File: src/rtl/rtc_nib_pkg.sv
package rtc_nib_pkg;

    typedef logic [3:0] nib_t;

    localparam int NUM_TIME = 13;

    localparam nib_t A_SEC_U = 4'd0;
    localparam nib_t A_SEC_T = 4'd1;
    localparam nib_t A_MIN_U = 4'd2;
    localparam nib_t A_MIN_T = 4'd3;
    localparam nib_t A_HR_U  = 4'd4;
    localparam nib_t A_HR_T  = 4'd5;
    localparam nib_t A_DAY_U = 4'd6;
    localparam nib_t A_DAY_T = 4'd7;
    localparam nib_t A_MON_U = 4'd8;
    localparam nib_t A_MON_T = 4'd9;
    localparam nib_t A_YR_U  = 4'd10;
    localparam nib_t A_YR_T  = 4'd11;
    localparam nib_t A_WDAY  = 4'd12;
    localparam nib_t A_STAT  = 4'd13;
    localparam nib_t A_IRQC  = 4'd14;
    localparam nib_t A_MODE  = 4'd15;

    typedef enum logic [1:0] {
        S_IDLE = 2'd0,
        S_STEP = 2'd1,
        S_WAIT = 2'd2,
        S_TRIM = 2'd3
    } seq_state_t;

    function automatic logic [7:0] dig2bin(input nib_t t, input nib_t u);
        return ({4'b0, t} * 8'd10) + {4'b0, u};
    endfunction

    function automatic nib_t bin_tens(input logic [7:0] v);
        return nib_t'(v / 8'd10);
    endfunction

    function automatic nib_t bin_units(input logic [7:0] v);
        return nib_t'(v % 8'd10);
    endfunction

    function automatic logic [7:0] month_len(input logic [7:0] m, input logic [7:0] y);
        case (m)
            8'd2:                      return (y[1:0] == 2'b00) ? 8'd29 : 8'd28;
            8'd4, 8'd6, 8'd9, 8'd11:   return 8'd30;
            default:                   return 8'd31;
        endcase
    endfunction

endpackage

File: src/rtl/rtc_nib_prescale.sv
module rtc_nib_prescale #(
    parameter int TICKS_PER_SEC = 64
) (
    input  logic clk,
    input  logic rst_n,
    input  logic tick_i,
    input  logic stop_i,
    input  logic clr_i,
    output logic fast_evt_o,
    output logic sec_evt_o
);
    localparam int CW = (TICKS_PER_SEC > 1) ? $clog2(TICKS_PER_SEC) : 1;
    localparam logic [CW-1:0] LAST = CW'(TICKS_PER_SEC - 1);

    logic [CW-1:0] cnt;

    always_comb begin
        fast_evt_o = tick_i && !stop_i && !clr_i;
        sec_evt_o  = fast_evt_o && (cnt == LAST);
    end

    always_ff @(posedge clk) begin
        if (!rst_n || clr_i) begin
            cnt <= '0;
        end else if (fast_evt_o) begin
            cnt <= sec_evt_o ? '0 : cnt + 1'b1;
        end
    end

    AST_STOP_FREEZES_DIV: assert property (@(posedge clk) disable iff (!rst_n)
        (stop_i && !clr_i) |=> $stable(cnt));

endmodule

File: src/rtl/rtc_nib_seq.sv
module rtc_nib_seq
    import rtc_nib_pkg::*;
(
    input  logic clk,
    input  logic rst_n,
    input  logic sec_evt_i,
    input  logic hold_i,
    input  logic trim_req_i,
    output logic step_o,
    output logic trim_o,
    output logic busy_o
);
    seq_state_t state, nxt;

    always_ff @(posedge clk) begin
        if (!rst_n) begin
            state <= S_IDLE;
        end else begin
            state <= nxt;
        end
    end

    always_comb begin
        nxt = state;
        unique case (state)
            S_IDLE: begin
                if (sec_evt_i) begin
                    nxt = hold_i ? S_WAIT : S_STEP;
                end else if (trim_req_i && !hold_i) begin
                    nxt = S_TRIM;
                end
            end
            S_WAIT: begin
                if (!hold_i) begin
                    nxt = S_STEP;
                end
            end
            S_STEP:  nxt = S_IDLE;
            S_TRIM:  nxt = S_IDLE;
            default: nxt = S_IDLE;
        endcase
    end

    always_comb begin
        step_o = (state == S_STEP);
        trim_o = (state == S_TRIM);
        busy_o = step_o || trim_o;
    end

    AST_BUSY_ONE_CYCLE: assert property (@(posedge clk) disable iff (!rst_n)
        busy_o |=> !busy_o);

    AST_STEP_AFTER_RELEASE: assert property (@(posedge clk) disable iff (!rst_n)
        step_o |-> !$past(hold_i));

endmodule

File: src/rtl/rtc_nib_time.sv
module rtc_nib_time
    import rtc_nib_pkg::*;
(
    input  logic                     clk,
    input  logic                     rst_n,
    input  logic                     step_i,
    input  logic                     trim_i,
    input  logic                     h24_i,
    input  logic                     we_i,
    input  nib_t                     waddr_i,
    input  nib_t                     wdata_i,
    output logic [NUM_TIME-1:0][3:0] regs_o,
    output logic                     min_evt_o,
    output logic                     hour_evt_o
);
    logic [NUM_TIME-1:0][3:0] tr, nx;
    logic [7:0] sec_b, min_b, hr_b, day_b, mon_b, yr_b, dmax;
    logic [7:0] nsec, nmin, nhr, nday, nmon, nyr;
    logic       pm, npm, c_min, c_hr, c_day, c_mon, c_yr;

    always_comb begin
        sec_b = dig2bin(tr[A_SEC_T], tr[A_SEC_U]);
        min_b = dig2bin(tr[A_MIN_T], tr[A_MIN_U]);
        hr_b  = dig2bin({2'b00, tr[A_HR_T][1:0]}, tr[A_HR_U]);
        pm    = tr[A_HR_T][2];
        day_b = dig2bin(tr[A_DAY_T], tr[A_DAY_U]);
        mon_b = dig2bin(tr[A_MON_T], tr[A_MON_U]);
        yr_b  = dig2bin(tr[A_YR_T], tr[A_YR_U]);
        dmax  = month_len(mon_b, yr_b);
    end

    always_comb begin
        nx    = tr;
        nsec  = sec_b;
        nmin  = min_b;
        nhr   = hr_b;
        npm   = pm;
        nday  = day_b;
        nmon  = mon_b;
        nyr   = yr_b;
        c_min = 1'b0;
        c_hr  = 1'b0;
        c_day = 1'b0;
        c_mon = 1'b0;
        c_yr  = 1'b0;

        if (step_i) begin
            if (sec_b >= 8'd59) begin
                nsec  = 8'd0;
                c_min = 1'b1;
            end else begin
                nsec = sec_b + 8'd1;
            end
        end else if (trim_i) begin
            nsec  = 8'd0;
            c_min = (sec_b >= 8'd30);
        end

        if (c_min) begin
            if (min_b >= 8'd59) begin
                nmin = 8'd0;
                c_hr = 1'b1;
            end else begin
                nmin = min_b + 8'd1;
            end
        end

        if (c_hr) begin
            if (h24_i) begin
                if (hr_b >= 8'd23) begin
                    nhr   = 8'd0;
                    c_day = 1'b1;
                end else begin
                    nhr = hr_b + 8'd1;
                end
            end else if (hr_b == 8'd11) begin
                nhr   = 8'd12;
                npm   = !pm;
                c_day = pm;
            end else if (hr_b >= 8'd12) begin
                nhr = 8'd1;
            end else begin
                nhr = hr_b + 8'd1;
            end
        end

        if (c_day) begin
            nx[A_WDAY] = (tr[A_WDAY] >= 4'd6) ? 4'd0 : tr[A_WDAY] + 4'd1;
            if (day_b >= dmax) begin
                nday  = 8'd1;
                c_mon = 1'b1;
            end else begin
                nday = day_b + 8'd1;
            end
        end

        if (c_mon) begin
            if (mon_b >= 8'd12) begin
                nmon = 8'd1;
                c_yr = 1'b1;
            end else begin
                nmon = mon_b + 8'd1;
            end
        end

        if (c_yr) begin
            nyr = (yr_b >= 8'd99) ? 8'd0 : yr_b + 8'd1;
        end

        if (step_i || trim_i) begin
            nx[A_SEC_U] = bin_units(nsec);
            nx[A_SEC_T] = bin_tens(nsec);
            nx[A_MIN_U] = bin_units(nmin);
            nx[A_MIN_T] = bin_tens(nmin);
            nx[A_HR_U]  = bin_units(nhr);
            nx[A_HR_T]  = h24_i ? bin_tens(nhr) : {1'b0, npm, bin_tens(nhr)[1:0]};
            nx[A_DAY_U] = bin_units(nday);
            nx[A_DAY_T] = bin_tens(nday);
            nx[A_MON_U] = bin_units(nmon);
            nx[A_MON_T] = bin_tens(nmon);
            nx[A_YR_U]  = bin_units(nyr);
            nx[A_YR_T]  = bin_tens(nyr);
        end

        if (we_i) begin
            nx[waddr_i] = wdata_i;
        end
    end

    always_ff @(posedge clk) begin
        if (!rst_n) begin
            tr          <= '0;
            tr[A_DAY_U] <= 4'd1;
            tr[A_MON_U] <= 4'd1;
        end else begin
            tr <= nx;
        end
    end

    always_comb begin
        regs_o     = tr;
        min_evt_o  = c_min;
        hour_evt_o = c_hr;
    end

    AST_TRIM_ZERO_SEC: assert property (@(posedge clk) disable iff (!rst_n)
        (trim_i && !(we_i && waddr_i <= A_SEC_T)) |=>
            (tr[A_SEC_U] == 4'd0 && tr[A_SEC_T] == 4'd0));

    AST_WDAY_RANGE: assert property (@(posedge clk) disable iff (!rst_n)
        (step_i && tr[A_WDAY] <= 4'd6 && !(we_i && waddr_i == A_WDAY)) |=>
            (tr[A_WDAY] <= 4'd6));

endmodule

File: src/rtl/rtc_nib_irq.sv
module rtc_nib_irq #(
    parameter int PULSE_CYC = 4
) (
    input  logic       clk,
    input  logic       rst_n,
    input  logic       fast_evt_i,
    input  logic       sec_evt_i,
    input  logic       min_evt_i,
    input  logic       hour_evt_i,
    input  logic [1:0] rate_i,
    input  logic       level_i,
    input  logic       mask_i,
    input  logic       clr_i,
    output logic       flag_o,
    output logic       irq_o
);
    localparam int PW = $clog2(PULSE_CYC + 1);

    logic          period;
    logic [PW-1:0] pcnt;

    always_comb begin
        unique case (rate_i)
            2'b00:   period = fast_evt_i;
            2'b01:   period = sec_evt_i;
            2'b10:   period = min_evt_i;
            default: period = hour_evt_i;
        endcase
    end

    always_ff @(posedge clk) begin
        if (!rst_n) begin
            flag_o <= 1'b0;
            pcnt   <= '0;
        end else begin
            if (period) begin
                flag_o <= 1'b1;
            end else if (clr_i) begin
                flag_o <= 1'b0;
            end
            if (period) begin
                pcnt <= PW'(PULSE_CYC);
            end else if (pcnt != '0) begin
                pcnt <= pcnt - 1'b1;
            end
        end
    end

    always_comb begin
        irq_o = !mask_i && (level_i ? flag_o : (pcnt != '0));
    end

    AST_FLAG_STICKY: assert property (@(posedge clk) disable iff (!rst_n)
        (flag_o && !clr_i) |=> flag_o);

endmodule

File: src/rtl/rtc_nib_top.sv
module rtc_nib_top
    import rtc_nib_pkg::*;
#(
    parameter int TICKS_PER_SEC = 64,
    parameter int PULSE_CYC     = 4
) (
    input  logic       clk,
    input  logic       rst_n,
    input  logic       tick_i,
    input  logic [3:0] addr_i,
    input  logic [3:0] wdata_i,
    input  logic       wr_i,
    input  logic       rd_i,
    output logic [3:0] rdata_o,
    output logic       irq_o
);
    logic [NUM_TIME-1:0][3:0] time_regs;
    logic hold, trim_req, flag;
    nib_t irq_cfg, mode_cfg;
    logic fast_evt, sec_evt, step, trim, busy, min_evt, hour_evt;
    logic time_we, stat_we, flag_clr;

    always_comb begin
        time_we  = wr_i && (addr_i <= A_WDAY);
        stat_we  = wr_i && (addr_i == A_STAT);
        flag_clr = stat_we && !wdata_i[2];
    end

    always_ff @(posedge clk) begin
        if (!rst_n) begin
            hold     <= 1'b0;
            trim_req <= 1'b0;
            irq_cfg  <= 4'b0000;
            mode_cfg <= 4'b0100;
        end else begin
            if (trim) begin
                trim_req <= 1'b0;
            end
            if (stat_we) begin
                hold <= wdata_i[0];
                if (wdata_i[3]) begin
                    trim_req <= 1'b1;
                end
            end
            if (wr_i && addr_i == A_IRQC) begin
                irq_cfg <= wdata_i;
            end
            if (wr_i && addr_i == A_MODE) begin
                mode_cfg <= wdata_i;
            end
        end
    end

    always_ff @(posedge clk) begin
        if (!rst_n) begin
            rdata_o <= '0;
        end else if (rd_i) begin
            unique case (addr_i)
                A_STAT:  rdata_o <= {trim_req, flag, busy, hold};
                A_IRQC:  rdata_o <= irq_cfg;
                A_MODE:  rdata_o <= mode_cfg;
                default: rdata_o <= time_regs[addr_i];
            endcase
        end
    end

    rtc_nib_prescale #(.TICKS_PER_SEC(TICKS_PER_SEC)) u_div (
        .clk        (clk),
        .rst_n      (rst_n),
        .tick_i     (tick_i),
        .stop_i     (mode_cfg[1]),
        .clr_i      (mode_cfg[0]),
        .fast_evt_o (fast_evt),
        .sec_evt_o  (sec_evt)
    );

    rtc_nib_seq u_seq (
        .clk        (clk),
        .rst_n      (rst_n),
        .sec_evt_i  (sec_evt),
        .hold_i     (hold),
        .trim_req_i (trim_req),
        .step_o     (step),
        .trim_o     (trim),
        .busy_o     (busy)
    );

    rtc_nib_time u_time (
        .clk        (clk),
        .rst_n      (rst_n),
        .step_i     (step),
        .trim_i     (trim),
        .h24_i      (mode_cfg[2]),
        .we_i       (time_we),
        .waddr_i    (addr_i),
        .wdata_i    (wdata_i),
        .regs_o     (time_regs),
        .min_evt_o  (min_evt),
        .hour_evt_o (hour_evt)
    );

    rtc_nib_irq #(.PULSE_CYC(PULSE_CYC)) u_irq (
        .clk        (clk),
        .rst_n      (rst_n),
        .fast_evt_i (fast_evt),
        .sec_evt_i  (sec_evt),
        .min_evt_i  (min_evt),
        .hour_evt_i (hour_evt),
        .rate_i     (irq_cfg[3:2]),
        .level_i    (irq_cfg[1]),
        .mask_i     (irq_cfg[0]),
        .clr_i      (flag_clr),
        .flag_o     (flag),
        .irq_o      (irq_o)
    );

    AST_HOLD_FREEZE: assert property (@(posedge clk) disable iff (!rst_n)
        (hold && !busy && !time_we) |=> $stable(time_regs));

    AST_TRIM_REQ_DONE: assert property (@(posedge clk) disable iff (!rst_n)
        (trim && !(stat_we && wdata_i[3])) |=> !trim_req);

endmodule

File: config.mk
export PLATFORM = sky130hd
export DESIGN_NAME = rtc_nib_top
export DESIGN_NICKNAME = d
export VERILOG_FILES = /design/src/rtl/rtc_nib_pkg.sv /design/src/rtl/rtc_nib_prescale.sv /design/src/rtl/rtc_nib_seq.sv /design/src/rtl/rtc_nib_time.sv /design/src/rtl/rtc_nib_irq.sv /design/src/rtl/rtc_nib_top.sv
export SDC_FILE = /design/constraint.sdc
export NUM_CORES = 1
export LEC_CHECK = 0
export BUFFER_PORTS_ARGS = -buffer_cell sky130_fd_sc_hd__buf_2
export CAP_MARGIN = 5
export CORE_UTILIZATION = 60
export DETAILED_ROUTE_END_ITERATION = 8
export PLACE_DENSITY = 0.86
export RECOVER_POWER = 100
export SYNTH_ARGS = -nofsm -noshare
export SYNTH_HDL_FRONTEND = slang
export SYNTH_SLANG_ARGS = --single-unit
export TNS_END_PERCENT = 5
File: constraint.sdc
create_clock -name clk -period 8.8 [get_ports clk]
set_clock_uncertainty 0.2 [all_clocks]
set_input_delay 0 -clock clk [delete_from_list [all_inputs] [get_ports clk]]
set_output_delay 0 -clock clk [all_outputs]
set_load 0.01 [all_outputs]
==> out/qor.yml, run 1 <==
route:
  finalWirelength_mm: 29.2
  ant_nets: 0
  vias: 10800
  drt-pass1-iter-count: 9
  viasPerCell: 6.91
  wl_per_cell_microns: 18.7
  drc: 0
  drt_iter0_markers: 1316
yosys:
  synth_top_area_cell: "dfxtp_1"
  yosys-top-cells-area: "dfxtp_1 15%, ha_1 8.2%, nor2_1 5.7%"
  synth.top_cell.area_share: 0.155
  synth_top_family_by_area: "compound AO/OA/AOI/OAI gates"
  yosysSeqAreaShare: 0.155
  synthXorXnorAreaFrac: 0.0500
  post-synth-top-count-cell: "nor2_1"
  syn_nets: 1452
  ys_ff_latch: 78
  async_flop_share: 0
  avgSynthCellArea_sq_um: 7.40
  yosysUniqueCellTypes: 94
  muxShareOfSynthArea: 0.0731
  synth_edf_count: 0
  synthAdderAreaFrac: 0.108
  syn_area_sq_um: 10100
  synth_top_cells_by_count: "153 x nor2_1, 147 x nand2_1, 93 x a21oi_1, 83 x o21ai_0, 78 x dfxtp_1"
  yosysWarnings: 0
  synth-main-ff-cell: "dfxtp_1"
  synth_compound_area_frac: 0.320
  synth-simple-area-share: 0.252
  synth_cells: 1362
cts:
  root_buffer: "clkbuf_16"
  postCtsHoldBufs: 8
  clk_pin_slew_ns: 0.07
  cts_max_path_buffers: 2
  cts_htree_levels: 3
  clock-sinks: 78
  cts_resized: 0
  numCtsBuffers: 9
  postCtsSetupRepairBufs: 0
  clk_latency_ns: 0.36
  cts_tree: "built"
power:
  p_seq_frac: 0.379
  power_density_nw_per_um2: 94.3
  power_uw: 993
  swShare: 0.342
  ir_drop_mv: 0.103
  internal_power_uw: 654
  p_clk_frac: 0.379
  leakagePower_uw: 0.00423
  p_sw_uw: 340
  combPwrFrac: 0.243
setup_path:
  worstSetupPathType: "reg2reg"
  critPathRequiredTime_ns: 8.90
  r2r-start: "u_time.regs_o[39]$_SDFF_PN0_"
  cp_max_fo: 11
  arrival_ns: 8.11
  start_kind: "flop"
  endpoint_kind: "flop"
  regToRegSetupSlack_ns: 0.78
  rr_worst_depth: 24
  rr_endpoint: "u_time.regs_o[42]$_SDFF_PN0_"
timing:
  report.final.hold_viol_count: 0
  finalCriticalPeriod_ns: 8.02
  rsz0062_at_grt: "no"
  fin_crit_sh: 0.911
  fin_tns_setup_ns: 0
  setup_viol: 0
  worst_slew_pin_slew_ns: 2.12
  fmax_ghz: 0.125
  drv_slew: 68
  max-slew-margin-rel: -0.414
  setup_ws_ns: 0.784
global_route:
  overflow: 0
  antenna_found_initial: 0
  grt_use_total: 0.333
  grt_pass1_wl_mm: 48.0
  grt_max_degree: 52
  grt_pass1_vias: 9822
final_layout:
  fin_util: 0.640
  fillers: 1484
  drive_above_1_share: 0.0708
  antennaDiodeCount: 0
  finalNetCount: 1426
  synthToLayoutAreaGrowth_pct: 4.43
floorplanning:
  die_w_microns: 132
  rows: 47
  fp.dieH_microns: 132
  start_util: 0.612
  core-area_sq_um: 16500
  pin_count: 18
  dieArea_sq_um: 17300
status:
  violations: "max-capacitance violations, max-slew violations"
  status: "complete, but fails checks"
placement:
  portBuffers: 17
  gp_congestion: 0.951
  dpl.hpwl_mm: 21.2
  place_ws_ns: 1.15
min_path:
  hold_class: "in2reg"
  holdCritStartpoint: "addr_i[3]"
  min_to: "rdata_o[3]$_SDFFE_PN0P_"
  min_path_cells: 4
flow_run:
  maxCapViolations: 2
-- how the worst max path moves through the flow --
| stage | end | depth (start not counted) | from |
|---|---|---|---|
| 2_1_floorplan | u_time.regs_o[34]$_SDFF_PN0_ | 27 | u_time.regs_o[39]$_SDFF_PN0_ |
| 3_3_place_gp | u_time.regs_o[42]$_SDFF_PN0_ | 24 | u_time.regs_o[39]$_SDFF_PN0_ |
| 3_5_place_dp | u_time.regs_o[42]$_SDFF_PN0_ | 24 | u_time.regs_o[39]$_SDFF_PN0_ |
| 4_1_cts | u_time.regs_o[42]$_SDFF_PN0_ | 24 | u_time.regs_o[39]$_SDFF_PN0_ |
| 5_1_grt | u_time.regs_o[42]$_SDFF_PN0_ | 24 | u_time.regs_o[39]$_SDFF_PN0_ |
| 6_report | u_time.regs_o[42]$_SDFF_PN0_ | 24 | u_time.regs_o[39]$_SDFF_PN0_ |
-- flip-flops by register name (all words and copies together) (netlist names) --
signal,cells
hold,1
irq_cfg,4
mode_cfg,4
rdata_o,4
trim_req,1
u_div.cnt,6
u_irq.flag_o,1
u_irq.pcnt,3
u_seq.state,2
u_time.regs_o,52
-- kinds of logic (layout without fill, tap and decap cells) --
| kind of cell | count (synthesis) | count (layout) |
|---|---|---|
| flip-flops | 78 | 78 |
| AO/OA/AOI/OAI | 458 | 458 |
| buffers and inverters | 108 | 87 |
| multiplexers | 50 | 50 |
| AND/OR/NAND/NOR | 532 | 532 |
| XOR/XNOR | 55 | 55 |
| adder cells (fa/ha/maj) | 81 | 81 |
-- worst max-delay path, cell delays in order, from the launching register on --
cell and delay [ns]:
dfxtp_1 0.48, ha_1 0.30, ha_1 0.23, fa_1 0.61, nand3b_1 0.12, or4b_2 0.65, and3_1 0.24, nand3_1 0.22
a21oi_1 0.07, a21oi_1 0.13, ha_1 0.13, nand2b_1 0.09, a21oi_1 0.08, o31ai_1 0.29, a32oi_1 0.35, nor3_1 0.94
a31oi_1 0.34, nor2_1 0.64, maj3_1 0.30, a211oi_1 0.07, a311o_1 0.34, nor3_1 0.53, nor2b_1 0.12, a211oi_1 0.27
o221a_2 0.22
-- routing by layer --
| metal | track usage | wire [microns] |
|---|---|---|
| met5 | 0 | 0 |
| met4 | 0.122 | 853 |
| met3 | 0.0486 | 2580 |
| met2 | 0.535 | 13100 |
| met1 | 0.451 | 12700 |
-- power groups by stage --
stage | Combinational (uW) | Sequential, uW | Clock [uW]
detailed placement | 233 | 383 | 0
floorplan | 185 | 379 | 0
CTS | 237 | 375 | 376
global placement | 226 | 383 | 0
finish | 241 | 376 | 376
global route | 266 | 377 | 395
-- cell usage in the layout, fill, tap and decap left out, types with 10 or more instances in the layout --
cell type,instances
a31o_2,11
nor2_1,153
and3_1,13
a31oi_1,24
xor2_1,18
nand2_1,147
a21boi_0,11
mux2i_1,26
a21oi_1,93
a22oi_1,15
o22ai_1,10
nand2b_1,20
a211oi_1,30
dfxtp_1,77
o211ai_1,30
nor3_1,40
fa_1,11
o31ai_1,15
a21o_1,21
nand3_1,49
inv_1,37
o21ai_0,83
xnor2_1,35
nand4_1,12
mux4_2,18
or2_2,10
nor2b_1,16
and2_1,18
buf_2,10
ha_1,66
-- stage by stage --
stage	cells	hold WS (ns)	area, sq um
final	1561	0.0511	10500
after global routing	1561	0.108	10500
after CTS	1561	0.0318	10600
after detailed placement	1537	0.163	10200
after global placement	1537	0.153	10200
after floorplan	1362	-0.0372	10100
-- layout make-up --
type	instances	area, sq um	share of cell area
Inverter	38	143	0.0135
Multi-Input combinational cell	1176	8050	0.765
Clock inverter	7	62.6	0.00594
Clock buffer	9	225	0.0214
Tap cell	220	275	0.0261
Timing Repair Buffer	33	209	0.0198
Sequential cell	78	1560	0.148
Note: power is estimated with default switching activity, not from simulation.
==> run 2, diff against run 1 <==
HOLD_SLACK_MARGIN = 0.12   (was not set)
clock period = 8.2 ns   (was 8.8 ns; I/O delays follow)
==> run 2 against run 1 <==
  * Clock-buffer cell count is the same
  * Setup slack lost 0.28 ns
  * Highest routed layer unchanged
  * Largest cell class unchanged
  * Final area grew 0.59%
  * First-iteration DRC count grew 7.1%
  * Flip-flop and latch count is the same
  * Die area is the same
  * Register-to-register slack lost 0.28 ns
  * Hold slack gained 0.14 ns
  * Fmax grew 4.1%
  * The run still ends with max-capacitance violations, max-slew violations left
==> out/qor.yml, run 2 (synthesis results as in run 1) <==
status:
  status: "complete, but fails checks"
  violations: "max-capacitance violations, max-slew violations"
timing:
  report.final.hold_viol_count: 0
  rsz0062_at_grt: "no"
  setup_viol: 0
  finalCriticalPeriod_ns: 7.70
  drv_slew: 68
  max-slew-margin-rel: -0.422
  worst_slew_pin_slew_ns: 2.13
  fmax_ghz: 0.130
  fin_crit_sh: 0.939
  fin_tns_setup_ns: 0
route:
  ant_nets: 0
  drc: 0
  vias: 10800
  wl_per_cell_microns: 18.7
  drt-pass1-iter-count: 7
  drt_iter0_markers: 1410
  viasPerCell: 6.92
  finalWirelength_mm: 29.4
final_layout:
  antennaDiodeCount: 0
  synthToLayoutAreaGrowth_pct: 5.05
  fin_cells: 1568
  layout_common_cells: "153 x nor2_1, 147 x nand2_1, 93 x a21oi_1, 83 x o21ai_0, 78 x dfxtp_1"
  largest_reg_flops: 52
  drive_above_1_share: 0.0705
  final_common_cell: "nor2_1"
  finalNetCount: 1433
cts:
  cts_max_path_buffers: 2
  clk_pin_slew_ns: 0.07
  root_buffer: "clkbuf_16"
  cts_htree_levels: 3
  clock-sinks: 78
  clk_latency_ns: 0.36
  postCtsSetupRepairBufs: 0
  cts_tree: "built"
  numCtsBuffers: 9
placement:
  gp_congestion: 0.965
  portBuffers: 17
  dp.cells: 1539
  dpl.hpwl_mm: 21.4
floorplanning:
  die_w_microns: 132
  dieArea_sq_um: 17300
  fp.dieH_microns: 132
  pin_count: 18
  start_util: 0.612
  core-area_sq_um: 16500
  rows: 47
min_path:
  min_path_cells: 3
  hold_class: "in2reg"
setup_path:
  start_kind: "flop"
  critPathRequiredTime_ns: 8.29
  rr_worst_depth: 26
  cp_max_fo: 10
  worstSetupPathType: "reg2reg"
  arrival_ns: 7.79
  endpoint_kind: "flop"
global_route:
  grt_pass1_vias: 9825
  grt_max_degree: 47
  overflow: 0
  grt_pass1_wl_mm: 47.9
  grt_use_total: 0.334
  antenna_found_initial: 0
power:
  power_uw: 1080
  ir_drop_mv: 0.103
  leakagePower_uw: 0.00426
  power_density_nw_per_um2: 102
flow_run:
  maxCapViolations: 2
-- run 2: worst max-delay path, stage by stage (launching register included) --
cell,delay (ns)
dfxtp_1,0.46
ha_1,0.29
ha_1,0.22
fa_1,0.59
nand3b_1,0.13
or4b_2,0.66
and3_1,0.24
nand3_1,0.21
a21oi_1,0.07
a21oi_1,0.13
ha_1,0.24
nand2b_1,0.14
a21oi_1,0.18
o31ai_1,0.10
a32oi_1,0.69
nor3_1,0.17
a21oi_1,0.60
a21boi_0,0.22
o21ai_0,0.37
nand2_1,0.26
and2_0,0.22
or3_1,0.34
o31ai_1,0.08
ha_1,0.28
a311oi_1,0.25
a31o_2,0.14
o221a_2,0.18
-- run 2: final cells by class --
class,instances,area (sq um)
timing repair buffer,40,270
inverter,38,143
clock inverter,7,76.3
clock buffer,9,225
fill,1399,5870
multi-input combinational,1176,8040
tap,220,275
sequential,78,1560
-- run 2: metal layers --
metal	GRT usage	part of all wire	up-vias
met5	0	0	-
met4	0.134	0.035	0
met3	0.0509	0.093	93
met2	0.529	0.45	596
met1	0.452	0.42	5039
li1	-	-	5118
-- run 2: worst paths after layout --
path                                                    from                            to  slack (ns)
worst min register to register    u_irq.pcnt[1]$_SDFFE_PP0N_    u_irq.pcnt[1]$_SDFFE_PP0N_        0.31
worst max register to register  u_time.regs_o[39]$_SDFF_PN0_  u_time.regs_o[34]$_SDFF_PN0_        0.50
worst max-delay path            u_time.regs_o[39]$_SDFF_PN0_  u_time.regs_o[34]$_SDFF_PN0_        0.50
worst min-delay path                               addr_i[1]  u_time.regs_o[30]$_SDFF_PN0_        0.19
-- run 2: what timing repair did --
action,4_1_cts,5_1_grt
hold buffers,12,0
resized for setup,0,1
setup endpoints to repair,0,1
hold endpoints to repair,69,0
-- run 2: stage by stage --
stage          cell area, sq um  hold slack, ns  worst slack (ns)   util
6_report                  10600           0.187             0.501  0.643
5_1_grt                   10600           0.204            0.0385  0.643
3_5_place_dp              10200           0.187             0.711  0.622
3_3_place_gp              10200           0.153             0.946  0.622
2_1_floorplan             10100         -0.0372              1.59      -
4_1_cts                   10700           0.157             0.704  0.647
-- run 2: report_power, final --
part / internal (uW) / switching, uW
clock: 217 / 197
sequential: 389 / 14.5
combinational: 101 / 158
total: 707 / 370
